$ cat src/rtl/hos_pkg.sv
package hos_pkg;
  typedef enum logic [1:0] {
    HOS_FREERUN  = 2'b00,
    HOS_HOLDOVER = 2'b01,
    HOS_SYNC     = 2'b10,
    HOS_RSVD     = 2'b11
  } hos_mode_e;
endpackage

$ cat src/rtl/hos_pir_clamp.sv
// Pull-in range check and saturate-or-follow policy on the reference offset.
module hos_pir_clamp #(
  parameter int HW = 16
) (
  input  logic signed [HW-1:0] ref_off_i,
  input  logic        [HW-2:0] lim_i,
  input  logic                 follow_i,
  output logic                 exceed_o,
  output logic signed [HW-1:0] rel_o
);
  localparam int LW = HW - 1;

  logic [HW-1:0] mag;
  logic [HW-1:0] lim_x;

  // Unsigned magnitude; the most negative code maps to 2^(HW-1) correctly.
  assign mag   = ref_off_i[HW-1] ? (~ref_off_i + 1'b1) : ref_off_i;
  assign lim_x = {1'b0, lim_i[LW-1:0]};

  always_comb begin
    exceed_o = (mag > lim_x);
    if (!exceed_o || follow_i) begin
      rel_o = ref_off_i;
    end else if (ref_off_i[HW-1]) begin
      rel_o = -$signed(lim_x);
    end else begin
      rel_o = $signed(lim_x);
    end
  end
endmodule

$ cat src/rtl/hos_src_mux.sv
// Picks the offset added to the calibrated freerun point.
module hos_src_mux #(
  parameter int HW = 16
) (
  input  logic [1:0]           mode_i,
  input  logic                 ho_user_i,
  input  logic                 lost_i,
  input  logic signed [HW-1:0] dev_i,
  input  logic signed [HW-1:0] usr_i,
  input  logic signed [HW-1:0] st_i,
  input  logic signed [HW-1:0] pir_rel_i,
  output logic signed [HW-1:0] rel_o
);
  import hos_pkg::*;

  always_comb begin
    unique case (hos_mode_e'(mode_i))
      HOS_HOLDOVER: rel_o = ho_user_i ? usr_i : dev_i;
      HOS_SYNC:     rel_o = lost_i ? st_i : pir_rel_i;
      default:      rel_o = '0;
    endcase
  end
endmodule

$ cat src/rtl/hos_offset_sel.sv
module hos_offset_sel #(
  parameter int CW = 11,
  parameter int HW = 16
) (
  input  logic                 clk,
  input  logic                 rst,
  input  logic [1:0]           mode_i,
  input  logic                 ho_user_i,
  input  logic                 oop_follow_i,
  input  logic signed [CW-1:0] cal_i,
  input  logic signed [HW-1:0] dev_hist_i,
  input  logic signed [HW-1:0] user_hist_i,
  input  logic signed [HW-1:0] st_hist_i,
  input  logic signed [HW-1:0] ref_off_i,
  input  logic                 ref_lost_i,
  input  logic [HW-2:0]        pir_lim_i,
  output logic signed [HW:0]   off_cmd_o,
  output logic                 oor_o,
  output logic signed [HW-1:0] st_rd_o
);
  import hos_pkg::*;

  localparam int OW = HW + 1;

  logic                 exceed;
  logic signed [HW-1:0] pir_rel;
  logic signed [HW-1:0] rel;
  logic signed [OW-1:0] cal_x;
  logic signed [OW-1:0] rel_x;
  logic                 oor_nx;

  hos_pir_clamp #(.HW(HW)) u_clamp (
    .ref_off_i (ref_off_i),
    .lim_i     (pir_lim_i),
    .follow_i  (oop_follow_i),
    .exceed_o  (exceed),
    .rel_o     (pir_rel)
  );

  hos_src_mux #(.HW(HW)) u_mux (
    .mode_i    (mode_i),
    .ho_user_i (ho_user_i),
    .lost_i    (ref_lost_i),
    .dev_i     (dev_hist_i),
    .usr_i     (user_hist_i),
    .st_i      (st_hist_i),
    .pir_rel_i (pir_rel),
    .rel_o     (rel)
  );

  assign cal_x  = {{(OW-CW){cal_i[CW-1]}}, cal_i};
  assign rel_x  = {rel[HW-1], rel};
  assign oor_nx = exceed && !ref_lost_i && (mode_i == HOS_SYNC);

  always_ff @(posedge clk) begin
    if (rst) begin
      off_cmd_o <= '0;
      oor_o     <= 1'b0;
      st_rd_o   <= '0;
    end else begin
      off_cmd_o <= cal_x + rel_x;
      oor_o     <= oor_nx;
      st_rd_o   <= st_hist_i;
    end
  end
endmodule

$ cat config.mk
export PLATFORM = sky130hd
export DESIGN_NAME = hos_offset_sel
export DESIGN_NICKNAME = d
export VERILOG_FILES = /design/src/rtl/hos_pkg.sv /design/src/rtl/hos_pir_clamp.sv /design/src/rtl/hos_src_mux.sv /design/src/rtl/hos_offset_sel.sv
export SDC_FILE = /design/constraint.sdc
export NUM_CORES = 1
export LEC_CHECK = 0
export CORE_UTILIZATION = 45
export DETAILED_ROUTE_END_ITERATION = 8
export GPL_ROUTABILITY_DRIVEN = 0
export PLACE_DENSITY = 0.82
export SETUP_SLACK_MARGIN = 0.02
export SLEW_MARGIN = 20
export SYNTH_ARGS = -nofsm -noshare
export SYNTH_HDL_FRONTEND = slang
export SYNTH_SLANG_ARGS = --single-unit
$ cat constraint.sdc
create_clock -name clk -period 13.1 [get_ports clk]
set_input_delay 1.31 -clock clk [delete_from_list [all_inputs] [get_ports clk]]
set_output_delay 1.31 -clock clk [all_outputs]
set_load 0.03 [all_outputs]
==> results.json <==
{
  "worstSetupEndpoint": "off_cmd_o[15]",
  "clockBufferDepth": 2,
  "cp-end-kind": "flip-flop",
  "ant_nets": 0,
  "arrival_ns": 7.69,
  "areaGrowthSynthToFinish_pct": 44.53,
  "synth_seq_area_share_pct": 20.46,
  "synth-main-ff-cell": "dfxtp_1",
  "synth.most_common_cell": "ha_1",
  "synth_cell_types": 50,
  "ctsResizeCount": 0,
  "syn_area_sq_um": 3327,
  "ys_warn_count": 0,
  "crit_path_max_fanout": 16,
  "grt_antenna_before_repair": 0,
  "final_util_pct": 68.87,
  "setup_viol": 0,
  "fp-row-count": 30,
  "yosys-top-cells-count": "35 x ha_1, 34 x dfxtp_1, 32 x inv_1, 32 x xnor2_1",
  "criticalPathCategory": "in -> reg",
  "viasPerCell": 5.795,
  "rsz0062_at_grt": "no",
  "vdd_drop_max_mv": 0.05415,
  "grtUsageTotal_pct": 26.89,
  "worstPathRequired_ns": 13.29,
  "maxSlewHeadroom_pct": 30.93,
  "grt_first_pass_wirelength_mm": 16.01,
  "worstMarginPinSlew_ns": 1.029,
  "io_buffers": 130,
  "ios": 131,
  "insertedDiodeCount": 0,
  "dp_slack_ns": 5.546,
  "wire_per_inst_um": 16.58,
  "netlist.top_cell.by_area": "dfxtp_1",
  "clk_pin_slew_ns": 0.08,
  "postCtsHoldBufs": 0,
  "startpoint": "ref_off_i[5]",
  "p_leak_uw": 0.001894,
  "core_sq_um": 6982,
  "grt_pass1_vias": 3374,
  "cts_root_buf": "clkbuf_8",
  "synth-edff-count": 0,
  "cts_tree": "yes",
  "syn_area_per_cell_sq_um": 7.884,
  "nets": 680,
  "htreeDepth": 2,
  "yosysTopAreaCellShare_pct": 20.46,
  "synth_cells": 422,
  "wirelength_mm": 10.68,
  "outcome": "finished, final reports clean",
  "finalMaxSlewViolations": 0,
  "die_y_um": 87.99,
  "hold_path.class": "in -> reg",
  "drtPass1Iterations": 7,
  "grt_remaining_overflow": 0,
  "start_util_pct": 47.65,
  "cts_sinks": 34,
  "fp.dieArea_sq_um": 7741,
  "syn-num-nets": 555,
  "drt_iter0_markers": 258,
  "grt_max_degree": 36,
  "drive_gt1_share_pct": 4.745,
  "fin_crit_sh_pct": 57.31,
  "dp_hpwl_mm": 8.657,
  "fin_crit_ns": 7.508,
  "maxCapViolCount": 0,
  "synthTopCellsByArea": "dfxtp_1 20%, ha_1 13%, xnor2_1 8.4%, nor2b_1 4.1%, o21ai_0 4.1%",
  "post-cts-setup-buffer-count": 0,
  "fmax_ghz": 0.1332,
  "tns_ns": 0,
  "cts_buffers": 5,
  "p_per_area_nw_per_um2": 76.97,
  "setup_ws_ns": 5.592,
  "hold_viol": 0,
  "die_w_um": 87.99,
  "crit_path_start_kind": "input port",
  "synth_seq_cells": 34,
  "vias": 3732,
  "async_reset_ff_share_pct": 0,
  "drcViolationCount": 0
}
worst min path at each step:
stage,startpoint,depth (start not counted),slack (ns),to
floorplan,st_hist_i[0],1,1.44,st_rd_o[0]
global placement,st_hist_i[5],2,1.90,st_rd_o[5]
detailed placement,st_hist_i[5],2,1.90,st_rd_o[5]
CTS,st_hist_i[8],3,1.60,st_rd_o[8]
global route,st_hist_i[8],3,1.60,st_rd_o[8]
finish,st_hist_i[4],3,1.59,st_rd_o[4]
layer usage:
metal / part of all wire, % / global-route usage, % / vias to the layer above
met2: 48 / 48.06 / 220
met5: 0 / 0 / -
met1: 38 / 30.90 / 1670
met3: 10 / 6.315 / 35
met4: 3.3 / 10.28 / 0
li1: - / - / 1807
worst max-delay path, cell delays in order:
cell and delay, ns:
clkdlybuf4s50_1 0.49, or4_4 0.58, or4b_4 0.53, o41ai_1 0.36, xnor2_1 0.11, ha_1 0.32, nand3_1 0.14, nor4_1 0.32
inv_1 0.12, o21ai_1 0.81, nor3_1 0.11, a2111oi_0 0.71, ha_1 0.31, nand3_1 0.11, o211ai_1 0.29, o221ai_1 0.22
and3_1 0.21, o21ai_0 0.25, mux2_2 0.37
cell usage in the layout, fill, tap and decap left out, drive strengths merged, types with 9 or more instances in the layout:
cell type	netlist	final
dfxtp	34	34
xnor2	32	32
nor4	10	10
clkdlybuf4s50	0	130
nand2	29	29
mux2	9	9
o21ai	28	28
nor2b	22	22
mux2i	9	9
nor2	29	29
a21oi	24	24
inv	32	32
ha	35	35
cells by family after synthesis:
group	after synthesis	synth area share (%)
buffers and inverters	47	5.378
xor gates and xnor gates	36	9.477
AOI/OAI and AO/OA	117	23.66
DFF	34	20.46
adders and majority gates	36	13.76
and+or+nand+nor	134	21.51
muxes	18	5.754
per-stage QoR:
step                area [sq um]  power (uW)  std cells  hold WS [ns]
global route                4808       387.9        644         1.604
floorplan                   3327       216.4        422         1.438
CTS                         4808       368.7        644         1.597
global placement            4718       285.1        636         1.902
detailed placement          4718       288.4        636         1.904
finish                      4808       370.1        644         1.593
flip-flops by register name (all words and copies together), names as in the netlist:
name,cells
oor_o,1
st_rd_o,16
off_cmd_o,17
area by class of cell:
| type | count | area, sq um |
|---|---|---|
| Clock buffer | 5 | 68.82 |
| Inverter | 32 | 120.1 |
| Timing Repair Buffer | 133 | 1324 |
| Fill cell | 606 | 2173 |
| Clock inverter | 3 | 21.27 |
| Sequential cell | 34 | 680.7 |
| Tap cell | 96 | 120.1 |
| Multi-Input combinational cell | 341 | 2474 |
where the power goes:
part,internal [uW],switching (uW)
clock network,37.3,43.5
registers,113,2.29
logic,83.5,90.9
(Power assumes the default switching activity.)
